`config.mk`:
```
export PLATFORM = sky130hd
export DESIGN_NAME = haar2d_alt_sched
export DESIGN_NICKNAME = d
export VERILOG_FILES = /design/src/rtl/haar_sched_pkg.sv /design/src/rtl/haar_butterfly.sv /design/src/rtl/haar_line_buf.sv /design/src/rtl/haar_addr_gen.sv /design/src/rtl/haar2d_alt_sched.sv
export SDC_FILE = /design/constraint.sdc
export NUM_CORES = 1
export LEC_CHECK = 0
export BUFFER_PORTS_ARGS = -buffer_cell sky130_fd_sc_hd__buf_2
export CORE_MARGIN = 2
export CORE_UTILIZATION = 60
export DETAILED_ROUTE_END_ITERATION = 10
export GPL_ROUTABILITY_DRIVEN = 0
export GPL_TIMING_DRIVEN = 0
export PLACE_DENSITY = 0.85
export SETUP_SLACK_MARGIN = 0.15
export SLEW_MARGIN = 40
export SYNTH_ARGS = -nofsm -noshare
export SYNTH_HDL_FRONTEND = slang
export SYNTH_SLANG_ARGS = --single-unit
```
`constraint.sdc`:
```
create_clock -name clk_i -period 9.7 [get_ports clk_i]
set_input_delay 1.455 -clock clk_i [delete_from_list [all_inputs] [get_ports clk_i]]
set_output_delay 1.455 -clock clk_i [all_outputs]
set_load 0.01 [all_outputs]
```
`src/rtl/haar_sched_pkg.sv`:
```
package haar_sched_pkg;
  typedef enum logic [2:0] {
    ST_IDLE, ST_RD_A, ST_RD_B, ST_WR_L, ST_WR_H, ST_BF_A, ST_BF_L, ST_BF_H
  } sched_st_e;

  localparam logic DIR_ROW = 1'b0;
  localparam logic DIR_COL = 1'b1;
endpackage

```
`src/rtl/haar_butterfly.sv`:
```
module haar_butterfly #(
  parameter int W = 16
) (
  input  logic [W-1:0] a_i,
  input  logic [W-1:0] b_i,
  output logic [W-1:0] lo_o,
  output logic [W-1:0] hi_o
);
  logic [W:0] sum, dif;

  // one guard bit, then drop the LSB: arithmetic shift with floor rounding
  assign sum  = {a_i[W-1], a_i} + {b_i[W-1], b_i};
  assign dif  = {a_i[W-1], a_i} - {b_i[W-1], b_i};
  assign lo_o = sum[W:1];
  assign hi_o = dif[W:1];
endmodule

```
`src/rtl/haar_line_buf.sv`:
```
module haar_line_buf #(
  parameter int W     = 16,
  parameter int DEPTH = 32
) (
  input  logic             clk_i,
  input  logic             rst_ni,
  input  logic             clr_i,
  input  logic             wr_en_i,
  input  logic [W-1:0]     wdata_i,
  input  logic             rd_en_i,
  output logic [W-1:0]     rdata_o,
  output logic [$clog2(DEPTH+1)-1:0] fill_o
);
  localparam int PTRW = $clog2(DEPTH + 1);
  localparam int IW   = $clog2(DEPTH);

  logic [W-1:0]    store [DEPTH];
  logic [PTRW-1:0] wr_ptr, rd_ptr;

  always_ff @(posedge clk_i or negedge rst_ni) begin
    if (!rst_ni) begin
      wr_ptr <= '0;
      rd_ptr <= '0;
    end else if (clr_i) begin
      wr_ptr <= '0;
      rd_ptr <= '0;
    end else begin
      if (wr_en_i) wr_ptr <= wr_ptr + 1'b1;
      if (rd_en_i) rd_ptr <= rd_ptr + 1'b1;
    end
  end

  always_ff @(posedge clk_i) begin
    if (wr_en_i && !clr_i) store[wr_ptr[IW-1:0]] <= wdata_i;
  end

  assign rdata_o = store[rd_ptr[IW-1:0]];
  assign fill_o  = wr_ptr;

  assert_no_overflow_R6: assert property (@(posedge clk_i) disable iff (!rst_ni)
    wr_en_i |-> (wr_ptr < PTRW'(DEPTH)));
  assert_no_underflow_R6: assert property (@(posedge clk_i) disable iff (!rst_ni)
    rd_en_i |-> (rd_ptr < wr_ptr));
endmodule

```
`src/rtl/haar_addr_gen.sv`:
```
module haar_addr_gen
  import haar_sched_pkg::*;
#(
  parameter int LG = 6
) (
  input  logic            dir_i,
  input  logic [LG-1:0]   line_i,
  input  logic [LG-1:0]   samp_i,
  output logic [2*LG-1:0] addr_o
);
  // row pass: line = row, sample = column; column pass swaps them
  assign addr_o = (dir_i == DIR_COL) ? {samp_i, line_i} : {line_i, samp_i};
endmodule

```
`src/rtl/haar2d_alt_sched.sv`:
```
module haar2d_alt_sched
  import haar_sched_pkg::*;
#(
  parameter int N = 64,
  parameter int J = 3,
  parameter int W = 16
) (
  input  logic                     clk_i,
  input  logic                     rst_ni,
  input  logic                     start_i,
  output logic                     busy_o,
  output logic                     done_o,
  output logic                     mem_req_o,
  output logic                     mem_we_o,
  output logic [2*$clog2(N)-1:0]   mem_addr_o,
  output logic [W-1:0]             mem_wdata_o,
  input  logic [W-1:0]             mem_rdata_i,
  output logic [$clog2(J+1)-1:0]   level_o,
  output logic                     dir_o
);
  localparam int LG = $clog2(N);
  localparam int AW = 2 * LG;
  localparam int PW = $clog2(J + 1);
  localparam int HD = N / 2;
  localparam int FW = $clog2(HD + 1);

  sched_st_e       state_q;
  logic [PW-1:0]   phase_q;
  logic [LG-1:0]   line_q, pair_q, bq_q;
  logic [W-1:0]    a_q, h_q;
  logic            done_q;

  logic [PW-1:0]   lvl, sh;
  logic [LG-1:0]   size_m1, half_m1, quart_m1;
  logic            fused, buffered, pair_last, bq_last, line_last, phase_last, line_end;
  logic [LG-1:0]   line_c, samp_ev, samp_od, samp_bev, samp_bod, samp_c;
  logic [W-1:0]    bf_b, lo, hi, buf_rdata;
  logic [FW-1:0]   buf_fill, half_fill;
  logic            buf_clr, buf_wr, buf_rd;

  // phase 0 = first pass of level 1, phase k = closing pass of level k (+ opening of k+1)
  assign lvl        = (phase_q == '0) ? PW'(1) : phase_q;
  assign sh         = lvl - 1'b1;
  assign size_m1    = LG'((N >> sh) - 1);
  assign half_m1    = LG'((N >> (32'(sh) + 1)) - 1);
  assign quart_m1   = LG'((N >> (32'(sh) + 2)) - 1);
  assign half_fill  = FW'(N >> (32'(sh) + 1));
  assign fused      = (phase_q != '0) && (phase_q != PW'(J));
  assign buffered   = fused && !line_q[0];
  assign pair_last  = (pair_q == half_m1);
  assign bq_last    = (bq_q == quart_m1);
  assign line_last  = (line_q == size_m1);
  assign phase_last = (phase_q == PW'(J));
  assign line_end   = ((state_q == ST_WR_H) && pair_last && !buffered) ||
                      ((state_q == ST_BF_H) && bq_last);

  assign line_c   = line_q << sh;
  assign samp_ev  = {pair_q[LG-2:0], 1'b0} << sh;
  assign samp_od  = {pair_q[LG-2:0], 1'b1} << sh;
  assign samp_bev = {bq_q[LG-2:0], 1'b0} << (sh + 1'b1);
  assign samp_bod = {bq_q[LG-2:0], 1'b1} << (sh + 1'b1);

  assign bf_b = (state_q == ST_BF_L) ? buf_rdata : mem_rdata_i;

  haar_butterfly #(.W(W)) u_bfly (
    .a_i (a_q),
    .b_i (bf_b),
    .lo_o(lo),
    .hi_o(hi)
  );

  assign buf_clr = (state_q == ST_RD_A) && (pair_q == '0);
  assign buf_wr  = (state_q == ST_WR_L) && buffered;
  assign buf_rd  = (state_q == ST_BF_A) || (state_q == ST_BF_L);

  haar_line_buf #(.W(W), .DEPTH(HD)) u_lbuf (
    .clk_i  (clk_i),
    .rst_ni (rst_ni),
    .clr_i  (buf_clr),
    .wr_en_i(buf_wr),
    .wdata_i(lo),
    .rd_en_i(buf_rd),
    .rdata_o(buf_rdata),
    .fill_o (buf_fill)
  );

  always_comb begin
    mem_req_o   = 1'b0;
    mem_we_o    = 1'b0;
    mem_wdata_o = lo;
    samp_c      = samp_ev;
    unique case (state_q)
      ST_RD_A: mem_req_o = 1'b1;
      ST_RD_B: begin mem_req_o = 1'b1; samp_c = samp_od; end
      ST_WR_L: begin mem_req_o = !buffered; mem_we_o = 1'b1; end
      ST_WR_H: begin
        mem_req_o = 1'b1; mem_we_o = 1'b1; samp_c = samp_od; mem_wdata_o = h_q;
      end
      ST_BF_L: begin mem_req_o = 1'b1; mem_we_o = 1'b1; samp_c = samp_bev; end
      ST_BF_H: begin
        mem_req_o = 1'b1; mem_we_o = 1'b1; samp_c = samp_bod; mem_wdata_o = h_q;
      end
      default: ;
    endcase
  end

  haar_addr_gen #(.LG(LG)) u_agen (
    .dir_i (phase_q[0]),
    .line_i(line_c),
    .samp_i(samp_c),
    .addr_o(mem_addr_o)
  );

  always_ff @(posedge clk_i or negedge rst_ni) begin
    if (!rst_ni) begin
      state_q <= ST_IDLE;
      phase_q <= '0;
      line_q  <= '0;
      pair_q  <= '0;
      bq_q    <= '0;
      a_q     <= '0;
      h_q     <= '0;
      done_q  <= 1'b0;
    end else begin
      done_q <= 1'b0;
      unique case (state_q)
        ST_IDLE: if (start_i) begin
          state_q <= ST_RD_A;
          phase_q <= '0;
          line_q  <= '0;
          pair_q  <= '0;
        end
        ST_RD_A: state_q <= ST_RD_B;
        ST_RD_B: begin a_q <= mem_rdata_i; state_q <= ST_WR_L; end
        ST_WR_L: begin h_q <= hi; state_q <= ST_WR_H; end
        ST_WR_H: begin
          if (!pair_last) begin
            pair_q  <= pair_q + 1'b1;
            state_q <= ST_RD_A;
          end else if (buffered) begin
            bq_q    <= '0;
            state_q <= ST_BF_A;
          end
        end
        ST_BF_A: begin a_q <= buf_rdata; state_q <= ST_BF_L; end
        ST_BF_L: begin h_q <= hi; state_q <= ST_BF_H; end
        ST_BF_H: if (!bq_last) begin
          bq_q    <= bq_q + 1'b1;
          state_q <= ST_BF_A;
        end
        default: state_q <= ST_IDLE;
      endcase
      if (line_end) begin
        pair_q <= '0;
        if (!line_last) begin
          line_q  <= line_q + 1'b1;
          state_q <= ST_RD_A;
        end else if (phase_last) begin
          state_q <= ST_IDLE;
          done_q  <= 1'b1;
        end else begin
          phase_q <= phase_q + 1'b1;
          line_q  <= '0;
          state_q <= ST_RD_A;
        end
      end
    end
  end

  assign busy_o  = (state_q != ST_IDLE);
  assign done_o  = done_q;
  assign dir_o   = phase_q[0];
  assign level_o = (state_q inside {ST_BF_A, ST_BF_L, ST_BF_H}) ? phase_q + 1'b1 : lvl;

  assert_full_line_R6: assert property (@(posedge clk_i) disable iff (!rst_ni)
    (state_q == ST_BF_A && bq_q == '0) |-> (buf_fill == half_fill));
  assert_idle_quiet_R10: assert property (@(posedge clk_i) disable iff (!rst_ni)
    !busy_o |-> !mem_req_o);
  assert_done_pulse_R8: assert property (@(posedge clk_i) disable iff (!rst_ni)
    done_o |=> !done_o);
  assert_level_range_R9: assert property (@(posedge clk_i) disable iff (!rst_ni)
    busy_o |-> (level_o >= PW'(1) && level_o <= PW'(J)));
  assert_rd_before_wr_R7: assert property (@(posedge clk_i) disable iff (!rst_ni)
    (state_q == ST_WR_L) |-> ($past(mem_req_o) && !$past(mem_we_o)));
endmodule

```
==> impl_metrics.toml, run 1 <==
[timing]
fmax_mhz = 113
hold_viol = 0
slew_headroom_pct = 39.1
period_minus_slack_ns = 8.85
fin_ws_ns = 0.853
final.period_utilization_pct = 91.2
rsz0062_at_grt = "no"
finalClockSkew_ns = 0.0361
setup_viol = 0
drv_slew = 0
tightest_slew_ns = 0.912
whs_ns = 0.482

[logic_synthesis]
synth_top_area_share_pct = 60.8
synth_area_per_cell_um2 = 16.6
synth_cell_types = 66
async_reset_ff_share_pct = 11.4
synthTopCellsByArea = "edfxtp_1 61%, mux4_2 14%, dfrtp_1 6.5%"
syn_nets = 1591
yosys_most_used_dff = "edfxtp_1"
seq_area_frac_synth_pct = 67.3
synth_area_um2 = 25300
netlist_instances = 1526
yosysWarnings = 0
synth_area_leader_cell = "edfxtp_1"
ys_seq_elements = 578
synth_edf_count = 512

[placement]
io_buffers = 53
dpl.hpwl_mm = 44.0
dpl_worst_slack_ns = 1.77
dpl-instance-area_um2 = 27000

[critical_path]
crit_path_end_kind = "output pin"
cp.required_ns = 8.25
worst-setup-path-type = "flop to output pin"
crit_fanout = 18
crit_slowest_cell = "buf_1"
crit_chain = "buf_4 -> clkbuf_1 -> buf_1 -> mux4_2 -> mux4_2 -> mux2i_1 -> o21a_1 -> ha_1 -> clkbuf_1 -> o21bai_1 -> a2111o_1 -> a311oi_2 -> a211oi_2 -> a221oi_4 -> xor2_4 -> nor2_1 -> nor2_1 -> buf_2"
start_kind = "flop"
cp_slowest_stage_delay_ns = 0.69
cp.arrival_ns = 7.39

[routing]
ant_nets = 0
vias = 15300
wl_per_cell_um = 30.9
firstDrtPassIters = 7
drc = 0
via_per_inst = 6.80
routed_wl_mm = 69.6
drtIter0Drc = 2425

[floorplanning]
rows = 75
initial_utilization_pct = 60.6
dieArea_um2 = 43800
ios = 54
dieWidth_um = 209
die_y_um = 209
coreArea_um2 = 41800

[power]
p_clk_share_pct = 39.6
power_frac_seq_pct = 52.8
swShare_pct = 23.2
p_int_mw = 4.14
power.density_nw_per_um2 = 187
p_sw_mw = 1.25
leakagePower_nw = 9.64
vdd_drop_max_v = 0.000157
pwr-share-comb_pct = 7.6

[clocking]
cts.sinks = 578
clock_latency_ns = 0.63
cts_tree = "done"
cts_max_level = 2
clockRootBuffer = "clkbuf_16"
postCtsSetupBuffers = 0
cts_made_buffers = 54
clk_path_buf_depth = 3
ctsResizeCount = 0
path_clk_slew_ns = 0.07
holdBufCountCts = 0

[global_routing]
overflow = 0
grt_pass1_wl_mm = 102
grt_max_degree = 42
grt_pass1_vias = 15200
grt.total_usage_pct = 32.5
antenna_found_initial = 1

[outcome]
outcome = "complete, no violations"

[final_layout]
multiInputGateArea_um2 = 8180
mostFrequentLayoutCell = "edfxtp_1"
mostFrequentLayoutCells = "512 x edfxtp_1, 158 x mux4_2, 102 x nand2_1"
fin_area_um2 = 28800
areaGrowthSynthToFinish_pct = 13.9
seq_area_um2 = 17000
fin_nets = 1730
final.fill_count = 2477
drive_gt1_share_pct = 24.4

[hold_path]
hold_path_class = "flop to flop"

[run]
cap_violations = 0
## worst max-delay path: cells and delay by family, from the launching register on
family	cells	cell delay [ns]
compound gates	6	1.73
xor+xnor	1	0.55
fa+ha+maj	1	0.14
buf+inv	5	2.22
flops	1	0.56
mux	3	1.35
simple gates	2	0.20
## metal layers
layer	vias up	routed length [µm]	GRT usage, %
li1	6220	-	-
met2	1119	32800	51.3
met4	2	4810	19.4
met5	-	13	0
met3	252	7140	6.73
met1	7723	24800	42.4
## per-stage QoR
stage,total power [mW],std cells,setup TNS (ns),util (%)
after floorplan,3.08,1526,0,-
after global placement,3.21,2118,-0.184,62.8
after detailed placement,3.29,2148,0,64.7
after CTS,5.39,2250,0,68.9
after global routing,5.49,2250,0,69.0
final,5.39,2251,0,69.0
## power groups by stage
stage | combinational, mW | sequential, mW | clock (mW)
2_1_floorplan | 0.178 | 2.90 | 0
3_3_place_gp | 0.300 | 2.91 | 0
3_5_place_dp | 0.390 | 2.90 | 0
4_1_cts | 0.399 | 2.84 | 2.14
5_1_grt | 0.433 | 2.85 | 2.22
6_report | 0.411 | 2.84 | 2.13
## final cells by class
| type | instances | share of cell area [%] |
|---|---|---|
| buffer | 83 | 1.23 |
| clock inverter | 41 | 1.31 |
| antenna | 1 | 0.00869 |
| sequential | 578 | 59.1 |
| inverter | 47 | 0.612 |
| multi-input combinational | 818 | 28.4 |
| timing repair buffer | 83 | 2.19 |
| clock buffer | 61 | 4.78 |
| tap | 539 | 2.34 |
## state kept, by name, indices dropped and copies added, names as in the netlist
| name | cells |
|---|---|
| u_lbuf.fill_o | 5 |
| state_q | 3 |
| phase_q | 2 |
| done_o | 1 |
| u_lbuf.store | 512 |
| u_lbuf.rd_ptr | 5 |
| a_q | 16 |
| h_q | 16 |
| pair_q | 6 |
| line_q | 6 |
| bq_q | 6 |
## final timing paths
kind                            slack [ns]              from                  end  depth (start not counted)
worst max-delay path                  0.85  u_lbuf.rd_ptr[1]      mem_wdata_o[12]                         18
worst min-delay path                  0.48            h_q[6]               h_q[6]                          2
worst max register to register        2.26  u_lbuf.rd_ptr[1]  u_lbuf.store[1][14]                         18
worst min register to register        0.48            h_q[6]               h_q[6]                          2
max in group asynchronous             8.50            rst_ni              bq_q[4]                          2
min in group asynchronous             0.69            rst_ni           state_q[0]                          1
## cell families after synthesis
kind of cell    synth area share [%]
flops                           67.3
xor+xnor                        1.56
compound gates                  4.94
buf+inv                         2.03
fa+ha+maj                       2.33
mux                             16.0
simple gates                    5.85
## cells in the mapped netlist (6+ instances only)
| library cell | instances |
|---|---|
| inv_1 | 46 |
| nand3_1 | 11 |
| nor3_1 | 12 |
| nor3b_1 | 6 |
| xor2_1 | 24 |
| mux4_2 | 158 |
| xnor2_1 | 21 |
| nor2b_1 | 11 |
| o21ai_0 | 46 |
| and3_1 | 6 |
| clkbuf_1 | 56 |
| nand4_1 | 9 |
| mux2i_1 | 36 |
| a31oi_1 | 7 |
| nand3b_1 | 7 |
| buf_1 | 19 |
| nand2_1 | 106 |
| ha_1 | 44 |
| o21ai_1 | 21 |
| a21oi_1 | 44 |
| nand2b_1 | 9 |
| and2_1 | 7 |
| mux2_2 | 11 |
| o21a_1 | 21 |
| edfxtp_1 | 512 |
| o31ai_1 | 11 |
| nor2_1 | 127 |
| dfrtp_1 | 66 |
Note: power is estimated with default switching activity, not from simulation.
==> run 2, diff against run 1 <==
--- a/config.mk
+++ b/config.mk
@@ -7,13 +7,12 @@
 export LEC_CHECK = 0
 export BUFFER_PORTS_ARGS = -buffer_cell sky130_fd_sc_hd__buf_2
 export CORE_MARGIN = 2
-export CORE_UTILIZATION = 60
+export CORE_UTILIZATION = 57
 export DETAILED_ROUTE_END_ITERATION = 10
 export GPL_ROUTABILITY_DRIVEN = 0
 export GPL_TIMING_DRIVEN = 0
-export PLACE_DENSITY = 0.85
+export PLACE_DENSITY = 0.84
 export SETUP_SLACK_MARGIN = 0.15
-export SLEW_MARGIN = 40
 export SYNTH_ARGS = -nofsm -noshare
 export SYNTH_HDL_FRONTEND = slang
 export SYNTH_SLANG_ARGS = --single-unit
==> constraint.sdc (replaced) <==
create_clock -name clk_i -period 7.82 [get_ports clk_i]
set_input_delay 1.173 -clock clk_i [delete_from_list [all_inputs] [get_ports clk_i]]
set_output_delay 1.173 -clock clk_i [all_outputs]
set_load 0.01 [all_outputs]
==> impl_metrics.toml, run 2 (synthesized netlist as in run 1, its figures left out) <==
[clocking]
cts.sinks = 578
clock_latency_ns = 0.67
cts_max_level = 2
path_clk_slew_ns = 0.07
clockRootBuffer = "clkbuf_16"
cts_tree = "done"
clk_path_buf_depth = 3
cts_made_buffers = 56

[floorplanning]
initial_utilization_pct = 57.5
coreArea_um2 = 44000
dieWidth_um = 215
die_y_um = 215
ios = 54
dieArea_um2 = 46100
rows = 77

[timing]
whs_ns = 0.484
finalClockSkew_ns = 0.0615
fin_ws_ns = 0.323
period_minus_slack_ns = 7.50
rsz0062_at_grt = "yes"
drv_slew = 0
hold_viol = 0
slew_headroom_pct = 2.48
setup_tns_ns = 0
fmax_mhz = 133
tightest_slew_ns = 1.46
setup_viol = 0
final.period_utilization_pct = 95.9

[global_routing]
grt_pass1_vias = 15200
antenna_found_initial = 1
overflow = 0
grt.total_usage_pct = 30.0
grt_pass1_wl_mm = 100
grt_max_degree = 67

[critical_path]
cp.arrival_ns = 6.32
r2r_slack_ns = 0.94
cp.required_ns = 6.65
reg2reg_depth = 18
crit_fanout = 10
worst-setup-path-type = "flop to output pin"
crit_path_end_kind = "output pin"
start_kind = "flop"

[routing]
firstDrtPassIters = 6
drc = 0
routed_wl_mm = 68.1
vias = 15400
drtIter0Drc = 2121
via_per_inst = 6.67
ant_nets = 0
wl_per_cell_um = 29.5

[final_layout]
diodes = 0
fin_nets = 1737
largest_register_ffs = 512
mostFrequentLayoutCells = "512 x edfxtp_1, 158 x mux4_2, 106 x nand2_1"
areaGrowthSynthToFinish_pct = 14.5
drive_gt1_share_pct = 24.6
mostFrequentLayoutCell = "edfxtp_1"
stdcell_count = 2310

[hold_path]
min_path_cells = 2
hold_path_class = "flop to flop"

[power]
leakagePower_nw = 9.76
p_sw_mw = 1.59
vdd_drop_max_v = 0.000198
pwr-share-comb_pct = 7.7
p_int_mw = 5.14
power_frac_seq_pct = 52.5
p_clk_share_pct = 39.8
swShare_pct = 23.6
power.density_nw_per_um2 = 232

[placement]
dpl.hpwl_mm = 42.6
place_inst = 2201
io_buffers = 53
dpl_worst_slack_ns = 0.369

[run]
cap_violations = 0

[outcome]
outcome = "complete, no violations"
## run 2: critical path: stages, from the launching register on
cell and delay, ns:
dfrtp_1 0.56, buf_4 0.30, clkbuf_2 0.32, buf_2 0.40, mux4_2 0.40, mux4_2 0.55, mux2i_2 0.33, o21a_1 0.21
ha_1 0.25, inv_1 0.15, a21oi_1 0.22, o21bai_1 0.09, a2111o_1 0.47, a311oi_2 0.28, a211oi_2 0.14, a221oi_4 0.44
o21ai_1 0.12, o41a_1 0.14, a2bb2oi_1 0.13, buf_2 0.15
## run 2: layout make-up
| class | instances | area, µm² |
|---|---|---|
| fill | 2718 | 15100 |
| tap | 592 | 741 |
| timing repair buffer | 88 | 820 |
| inverter | 47 | 176 |
| clock buffer | 63 | 1430 |
| multi-input combinational | 818 | 8010 |
| buffer | 83 | 384 |
| clock inverter | 41 | 378 |
| sequential | 578 | 17000 |
## run 2: timing repair
action / in CTS / in global routing
resized for setup: 38 / 17
hold buffers: 0 / 0
buffers inserted: 1 / 4
setup endpoints to repair: 12 / 10
pin swaps: 1 / 2
## run 2: layer usage
layer / routed length (µm) / vias up / track usage [%]
met5: 8 / - / 0
met4: 4720 / 2 / 17.4
met3: 7160 / 243 / 6.71
met2: 32700 / 1144 / 48.6
met1: 23500 / 7775 / 37.7
li1: - / 6234 / -
## run 2: final timing paths
kind / end / start
min reg2reg: h_q[2] / h_q[2]
max: mem_wdata_o[14] / u_lbuf.rd_ptr[1]
max in group asynchronous: u_lbuf.rd_ptr[0] / rst_ni
max reg2reg: u_lbuf.store[0][14] / u_lbuf.rd_ptr[1]
min: h_q[2] / h_q[2]
min in group asynchronous: bq_q[0] / rst_ni
## run 2: power groups by stage
stage	sequential (mW)	clock [mW]	combinational, mW
global route	3.53	2.80	0.549
global placement	3.61	0	0.375
detailed placement	3.60	0	0.493
finish	3.53	2.67	0.519
CTS	3.53	2.70	0.502
floorplan	3.60	0	0.221
## run 2: metrics by stage
step	cell area [µm²]	utilization [%]	power, mW
final	29000	65.8	6.72
after global routing	29000	65.8	6.88
after CTS	28900	65.7	6.73
after detailed placement	27000	61.4	4.09
after global placement	26300	59.7	3.99
after floorplan	25300	-	3.82
